<file path="src/rtl/rmx_pkg.sv">
package rmx_pkg;
  typedef enum logic [1:0] {
    KIND_FETCH = 2'd0,
    KIND_LOAD  = 2'd1,
    KIND_STORE = 2'd2,
    KIND_RSVD  = 2'd3
  } kind_e;

  localparam logic [31:0] SYN_BOUND = 32'h0800_0000;
  localparam logic [31:0] SYN_STORE = 32'h0200_0000;

  typedef struct packed {
    logic walk;
    logic virt;
    logic mchk;
    logic isi;
    logic dsi;
  } outcome_t;
endpackage

</file>
<file path="src/rtl/rmx_limit_reg.sv">
module rmx_limit_reg #(
  parameter int ADDR_W = 64,
  parameter int CODE_W = 4
) (
  input  logic              clk,
  input  logic              rst,
  input  logic              wr,
  input  logic [CODE_W-1:0] code,
  input  logic              virt_in,
  output logic [ADDR_W-1:0] limit,
  output logic              virt_en
);
  function automatic logic [ADDR_W-1:0] size_of(input logic [CODE_W-1:0] c);
    logic [ADDR_W-1:0] one;
    one = ADDR_W'(1);
    case (c)
      CODE_W'(8): size_of = one << 25;
      CODE_W'(3): size_of = one << 26;
      CODE_W'(7): size_of = one << 27;
      CODE_W'(4): size_of = one << 28;
      CODE_W'(2): size_of = one << 30;
      CODE_W'(1): size_of = one << 34;
      default:    size_of = '0;
    endcase
  endfunction

  always_ff @(posedge clk) begin
    if (rst) begin
      limit   <= '0;
      virt_en <= 1'b0;
    end else if (wr) begin
      limit   <= size_of(code);
      virt_en <= virt_in;
    end
  end
endmodule

</file>
<file path="src/rtl/rmx_resolve.sv">
module rmx_resolve
  import rmx_pkg::*;
#(
  parameter int ADDR_W = 64,
  parameter int IGN_W  = 4
) (
  input  logic [ADDR_W-1:0] ea,
  input  logic [1:0]        kind,
  input  logic              ir,
  input  logic              dr,
  input  logic              hv,
  input  logic              has_hv,
  input  logic [ADDR_W-1:0] hv_off,
  input  logic [ADDR_W-1:0] g_off,
  input  logic              vseg_ok,
  input  logic [ADDR_W-1:0] limit,
  input  logic              virt_en,
  output outcome_t          oc,
  output logic [ADDR_W-1:0] raddr,
  output logic [31:0]       syn,
  output logic [ADDR_W-1:0] dear
);
  localparam logic [ADDR_W-1:0] KEEP_MASK = {{IGN_W{1'b0}}, {(ADDR_W-IGN_W){1'b1}}};

  logic [ADDR_W-1:0] base;
  logic              is_fetch;
  logic              is_store;
  logic              real_mode;

  always_comb begin
    base      = ea & KEEP_MASK;
    is_fetch  = (kind_e'(kind) == KIND_FETCH);
    is_store  = (kind_e'(kind) == KIND_STORE);
    real_mode = is_fetch ? !ir : !dr;
    oc        = '0;
    raddr     = '0;
    syn       = '0;
    dear      = '0;
    if (!real_mode) begin
      oc.walk = 1'b1;
      raddr   = ea;
    end else if (hv || !has_hv) begin
      raddr = ea[ADDR_W-1] ? base : (base | hv_off);
    end else if (virt_en) begin
      if (vseg_ok) begin
        oc.virt = 1'b1;
        raddr   = base;
      end else begin
        oc.mchk = 1'b1;
      end
    end else if (base < limit) begin
      raddr = base | g_off;
    end else if (is_fetch) begin
      oc.isi = 1'b1;
      syn    = SYN_BOUND;
    end else begin
      oc.dsi = 1'b1;
      syn    = is_store ? (SYN_BOUND | SYN_STORE) : SYN_BOUND;
      dear   = ea;
    end
  end
endmodule

</file>
<file path="src/rtl/rmx_top.sv">
module rmx_top
  import rmx_pkg::*;
#(
  parameter int ADDR_W = 64,
  parameter int CODE_W = 4,
  parameter int IGN_W  = 4
) (
  input  logic              clk,
  input  logic              rst,
  input  logic              req_valid,
  output logic              req_ready,
  input  logic [ADDR_W-1:0] req_ea,
  input  logic [1:0]        req_kind,
  input  logic              msr_ir,
  input  logic              msr_dr,
  input  logic              msr_hv,
  input  logic              has_hv,
  input  logic [ADDR_W-1:0] hv_offset,
  input  logic [ADDR_W-1:0] guest_offset,
  input  logic              vseg_valid,
  input  logic              pcr_wr,
  input  logic [CODE_W-1:0] pcr_size_code,
  input  logic              pcr_virt_en,
  output logic              rsp_valid,
  output logic [ADDR_W-1:0] rsp_raddr,
  output logic              rsp_walk,
  output logic              rsp_virt,
  output logic              flt_mchk,
  output logic              flt_isi,
  output logic              flt_dsi,
  output logic [31:0]       flt_syndrome,
  output logic [ADDR_W-1:0] flt_dear
);
  logic [ADDR_W-1:0] limit;
  logic              virt_en;
  outcome_t          oc_c;
  logic [ADDR_W-1:0] raddr_c;
  logic [31:0]       syn_c;
  logic [ADDR_W-1:0] dear_c;
  logic              accept;

  assign req_ready = !rst;
  assign accept    = req_valid && req_ready;

  rmx_limit_reg #(.ADDR_W(ADDR_W), .CODE_W(CODE_W)) u_limit (
    .clk(clk), .rst(rst), .wr(pcr_wr), .code(pcr_size_code),
    .virt_in(pcr_virt_en), .limit(limit), .virt_en(virt_en)
  );

  rmx_resolve #(.ADDR_W(ADDR_W), .IGN_W(IGN_W)) u_resolve (
    .ea(req_ea), .kind(req_kind), .ir(msr_ir), .dr(msr_dr),
    .hv(msr_hv), .has_hv(has_hv), .hv_off(hv_offset), .g_off(guest_offset),
    .vseg_ok(vseg_valid), .limit(limit), .virt_en(virt_en),
    .oc(oc_c), .raddr(raddr_c), .syn(syn_c), .dear(dear_c)
  );

  always_ff @(posedge clk) begin
    if (rst || !accept) begin
      rsp_valid    <= 1'b0;
      rsp_raddr    <= '0;
      rsp_walk     <= 1'b0;
      rsp_virt     <= 1'b0;
      flt_mchk     <= 1'b0;
      flt_isi      <= 1'b0;
      flt_dsi      <= 1'b0;
      flt_syndrome <= '0;
      flt_dear     <= '0;
    end else begin
      rsp_valid    <= 1'b1;
      rsp_raddr    <= raddr_c;
      rsp_walk     <= oc_c.walk;
      rsp_virt     <= oc_c.virt;
      flt_mchk     <= oc_c.mchk;
      flt_isi      <= oc_c.isi;
      flt_dsi      <= oc_c.dsi;
      flt_syndrome <= syn_c;
      flt_dear     <= dear_c;
    end
  end
endmodule

</file>
<file path="config.mk">
export PLATFORM = sky130hd
export DESIGN_NAME = rmx_top
export DESIGN_NICKNAME = d
export VERILOG_FILES = /design/src/rtl/rmx_pkg.sv /design/src/rtl/rmx_limit_reg.sv /design/src/rtl/rmx_resolve.sv /design/src/rtl/rmx_top.sv
export SDC_FILE = /design/constraint.sdc
export NUM_CORES = 1
export LEC_CHECK = 0
export ABC_AREA = 1
export BUFFER_PORTS_ARGS = -buffer_cell sky130_fd_sc_hd__buf_2
export CORE_AREA = 2 2 144 146
export CTS_CLUSTER_SIZE = 28
export DETAILED_ROUTE_END_ITERATION = 16
export DIE_AREA = 0 0 146 148
export PLACE_DENSITY_LB_ADDON = 0.2
export SETUP_SLACK_MARGIN = 0.3
export SYNTH_ARGS = -nofsm -noshare
export SYNTH_HDL_FRONTEND = slang
export SYNTH_SLANG_ARGS = --single-unit
</file>
<file path="constraint.sdc">
create_clock -name clk -period 2.9 [get_ports clk]
set_clock_uncertainty 0.2 [all_clocks]
set_input_delay 0.29 -clock clk [delete_from_list [all_inputs] [get_ports clk]]
set_output_delay 0.29 -clock clk [all_outputs]
set_load 0.05 [all_outputs]
</file>
# [Word level (Yosys, flattened, before mapping)]
# Cells that the tools add are included.
[word_totals] register_bits=231 out_inout_bits=167 elab_cells=52
[classes] n_bitwise=4 reduce_logical=12 n_mux=16 magnitude_cmp=1 n_eq_ne=7
[ops] cell="two-way mux 64 bit" count=5
[ops] cell="case mux 35 bit (6 select lines)" count=1
[ops] cell="OR 60 x 64 -> 64 bit" count=2
[ops] cell="< comparator 60 x 64 -> 1 bit" count=1
[ops] cell="two-way mux 60 bit" count=1
[ops] cell="two-way mux 28 bit" count=1
[ops] cell="two-way mux 26 bit" count=1
[ops] cell="equality test 4 x 2 -> 1 bit (second input constant)" count=2
[ops] cell="equality test 4 x 3 -> 1 bit (second input constant)" count=2
[ops] cell="two-way mux 1 bit" count=7
[ops] cell="OR reduction 6 bit" count=1
[ops] cell="zero test 1 bit" count=5
[ops] cell="OR reduction 5 bit" count=1
[ops] cell="equality test 4 x 1 -> 1 bit (second input constant)" count=1
[ops] cell="equality test 4 bit (second input constant)" count=1
[ops] cell="OR reduction 4 bit" count=1
[ops] cell="equality test 2 bit (second input constant)" count=1
[ops] cell="zero test 2 bit" count=1
[ops] cell="logical OR 1 bit" count=2
[ops] cell="NOT 1 bit" count=2
[ops] cell="logical AND 1 bit" count=1

# [Logic depth before layout (Yosys ltp)]
[depth] depth_word=5 depth_mapped=15 mapped_depth_nobuf=13

# [Cells and area by module]
# Synthesis repeated with hierarchy kept, for this count alone.
[unflattened] hier_cells=1559 area_unflattened_um2=10801.6
[by_module_without_submodules] module="rmx_resolve" seq_area_each_um2=0.0 cells_each=945 instances=1 area_each_um2=5316.3
[by_module_without_submodules] module="rmx_top" seq_area_each_um2=3323.2 cells_each=517 instances=1 area_each_um2=4765.8
[by_module_without_submodules] module="rmx_limit_reg" seq_area_each_um2=140.1 cells_each=97 instances=1 area_each_um2=719.4

# [Least setup slack after synthesis]
# OpenSTA, ideal clock, no wires.
[synth_path] path_kind="flip-flop to flip-flop" startpoint="reg u_limit.limit[27]" endpoint="reg rsp_raddr[0]" t_arrival_ns=1.523 required_ns=2.641 stages_incl_launch_ff=14 slack_ns=1.119 cell_sequence="dfxtp_1 -> inv_1 -> ha_1 -> a21oi_1 -> nand2_1 -> nand2_1 -> nand2_1 -> nand2_1 -> buf_2 -> buf_2 -> nand3_1 -> nand2_1 -> nand2_1 -> nand2_1"
[synth_between] elab_chain_cells=5
[synth_lines] element="start, declared" line="rmx_limit_reg.sv:10" source="output logic [ADDR_W-1:0] limit,"
[synth_lines] element="start signal, assigned" line="rmx_limit_reg.sv:32" source="limit <= size_of(code);"
[synth_lines] element="< comparator 60 x 64 -> 1 bit" line="rmx_resolve.sv:51" source="end else if (base < limit) begin"
[synth_lines] element="two-way mux 64 bit" line="rmx_resolve.sv:51"
[synth_lines] element="two-way mux 64 bit" line="rmx_resolve.sv:44" source="end else if (virt_en) begin"
[synth_lines] element="two-way mux 64 bit" line="rmx_resolve.sv:42" source="end else if (hv || !has_hv) begin"
[synth_lines] element="two-way mux 64 bit" line="rmx_resolve.sv:39" source="if (!real_mode) begin"
[synth_lines] element="end signal, assigned" line="rmx_top.sv:70" source="rsp_raddr <= raddr_c;"
[synth_lines] element="end, declared" line="rmx_top.sv:25" source="output logic [ADDR_W-1:0] rsp_raddr,"
# Every way passes these cells.
# A chain may end at the register's enable or synchronous reset.

# [Final worst setup path]
[layout_path] startpoint="in req_ea[46]" endpoint="reg flt_syndrome[25]"
[layout_between] elab_chain_cells=2
[layout_lines] element="start, declared" line="rmx_top.sv:12" source="input logic [ADDR_W-1:0] req_ea,"
[layout_lines] element="< comparator 60 x 64 -> 1 bit" line="rmx_resolve.sv:51"
[layout_lines] element="OR reduction 6 bit (no source line)"
[layout_lines] element="end signal, assigned" line="rmx_top.sv:76" source="flt_syndrome <= syn_c;"
[layout_lines] element="end, declared" line="rmx_top.sv:31" source="output logic [31:0] flt_syndrome,"
# Every way passes these cells.

==> results.txt <==
clk sink count: 143
first-pass GRT wire length: 41.4 mm
Synth Cell Area: 7210 sq um
r2r setup slk: 620 ps
Final Setup Violations: 0
vias per cell: 4.67
Max Root-Sink Buffers: 2
Worst Setup SP: req_ea[46]
CTS tree: yes
TNS Setup: 0 ps
Peak Freq: 405 MHz
FF+latch count, synth: 143
Final min period: 2470 ps
Max rail drop VDD: 0.000350 V
DR pass1 iterations: 5
Post-DP Area: 9050 sq um
crit path DAT: 2630 ps
FF-to-FF End: flt_dear[13]
Worst-Skew Late Latency: 430 ps
Post CTS Setup Buffer Count: 0
met2 usage in global routing: 43.4%
crit path max fanout: 3
WHS Path Cells: 4
hpwl dp: 18.5 mm
Hold Slack: 8.74 ps
Place WS: 515 ps
vias in the first global route: 7905
Worst-Margin Slew: 606 ps
Detailed Route Iter0 Violations: 459
Root Driver: clkbuf_16
Cell variety after synth: 24
hold path endpoint: u_limit.limit[30]
GPL Wtd Cong: 0.857
Die Ht: 148 um
HP Class: in2reg
Residual DRC: 0
RSZ-0062 raised after global routing: true
Max-cap violations: 0
Die Wd: 146 um
Vias: 8347
Final ANT Viol Nets: 0
CP Data Required Time: 3060 ps
grt peak-use layer: met2
final hold vios: 0
Fillers: 2055
per-cell routed wire length: 15.3 um
routing usage on met1: 29.1%
port bufs: 344
status: completed
full die area: 21600 sq um
crit-path max cell delay: 560 ps
commonest non-fill, non-tap cells in the layout: 344 x buf_2, 334 x nand2_1, 142 x dfxtp_1
sequential area share after synthesis: 39.7%
Worst Setup Start Kind: input port
share of cells above drive strength 1: 30.7%
critical path type: in2reg
setup ws final: 431 ps
worst path cell trace: dlygate4sd3_1, buf_2, nor2_1, nand2_1, nor2_1, nand2_1, nor2_1, nand2_2, nand2_2, nand2_1, nor3_1, dlygate4sd3_1
Buf/Inv on CP: 3
Worst setup EP type: flip-flop
slew margin rel.: 59.6%
Synthesis Warnings: 0
CP top delay family: buffers and inverters
GRT overflow: 0
Reg clk slew, reported paths: 60 ps
Reg2Reg Depth: 11
TritonCTS Buffers: 17
core region area: 20000 sq um
area delta synth->final: 45.6%
initial cell density of the core: 36.0%
cell row count: 52
Nets: 1716
Pins Over Slew Limit: 0
Synth Instances: 1107
CTS H-tree depth: 4
reg2reg start: u_limit.limit[34]
final worst-path cycle share: 85.1%
CP max stage cell: dlygate4sd3_1
met3 GRT Util: 4.75%
hold_sp: pcr_size_code[0]
Avg Cell Area, Syn: 6.51 sq um
routed wire length: 27.4 mm
finished layout cell area: 10500 sq um
commonest non-fill, non-tap cell in the layout: buf_2
largest net degree at the start of global routing: 65
Power Density: 525 nW/um^2
Boundary Pins: 375
leakage power: 5.71 nW
initial antenna violation count: 2
GRT Total Usage: 24.4%
[registers in the layout, indices dropped and copies added (netlist names)]
| register | count |
|---|---|
| flt_dsi | 1 |
| flt_mchk | 1 |
| rsp_valid | 1 |
| flt_syndrome | 2 |
| flt_isi | 1 |
| rsp_raddr | 64 |
| flt_dear | 64 |
| u_limit.limit | 6 |
| rsp_walk | 1 |
| rsp_virt | 1 |
| u_limit.virt_en | 1 |
[metal layers]
layer  vias up  wire length, um
met4         0              636
met1      3769            11300
li1       4151                -
met3        44             1990
met2       383            13500
met5         -                0
[report_power, final]
part	switching, mW	internal [mW]	leakage, nW
registers	0.0181	2.03	1.16
logic	0.744	0.351	4.25
clock network	0.952	1.42	0.298
total	1.71	3.80	5.71
[logic make-up (layout without fill, tap and decap cells)]
family                     after synthesis  after routing  share of synthesized area (%)
AOI/OAI and AO/OA                      144            144                           10.1
adders and majority gates                5              5                          0.868
buffers and inverters                  246            626                           15.3
DFF                                    143            143                           39.7
other                                    1             32                         0.0520
and+or+nand+nor                        568            568                           34.0
[Yosys cell counts]
cell type,count,area [sq um]
conb_1,1,3.75
nor2_2,52,325
clkinv_1,2,7.51
o21ai_0,97,485
o21ai_1,29,145
o21ai_2,1,8.76
dfxtp_1,143,2860
clkbuf_1,40,150
a21oi_1,16,80.1
ha_1,5,62.6
buf_4,30,225
a21oi_2,1,8.76
nand3_1,128,641
nor3_1,3,15.0
nand2_2,1,6.26
buf_6,6,67.6
buf_2,18,90.1
inv_2,9,33.8
inv_1,141,529
nand3_2,1,10.0
nor2_4,1,11.3
nor2_1,43,161
nand2_1,336,1260
nand4_1,3,18.8
[metrics by stage]
stage | total power [mW] | instances | utilization, %
after floorplan | 2.78 | 1136 | -
after global placement | 3.09 | 1673 | 45.2
after detailed placement | 3.09 | 1673 | 45.2
after CTS | 5.55 | 1786 | 52.3
after global routing | 5.72 | 1787 | 52.4
final | 5.51 | 1788 | 52.4
[cell type report]
| class | instances | area [sq um] | area share [%] |
|---|---|---|---|
| tap | 270 | 338 | 3.22 |
| antenna | 2 | 5.00 | 0.0477 |
| multi-input combinational | 747 | 3390 | 32.3 |
| inverter | 152 | 571 | 5.43 |
| timing repair buffer | 442 | 2700 | 25.7 |
| clock inverter | 13 | 174 | 1.66 |
| clock buffer | 19 | 453 | 4.31 |
| sequential | 143 | 2860 | 27.3 |
[repair_timing]
| action | in CTS | in global routing |
|---|---|---|
| setup endpoints to repair | 0 | 67 |
| resized for setup | 0 | 2 |
| endpoints found under the hold margin | 138 | 0 |
| hold buffers | 81 | 0 |
[worst max path at each step]
stage | to | slack (ps) | cells after the start
final | flt_syndrome[25] | 430 | 12
after global placement | flt_dear[13] | 540 | 10
after CTS | flt_syndrome[25] | 380 | 12
after floorplan | rsp_raddr[0] | 1120 | 13
after detailed placement | rsp_raddr[19] | 520 | 12
after global routing | flt_syndrome[25] | 210 | 12
[worst min-delay path: cells and delay by family]
kind,cells,cell delay (ps)
AND/OR/NAND/NOR,2,110
AO/OA/AOI/OAI,1,50
buffers and inverters,1,130
Power figures use the tool's default switching activity.
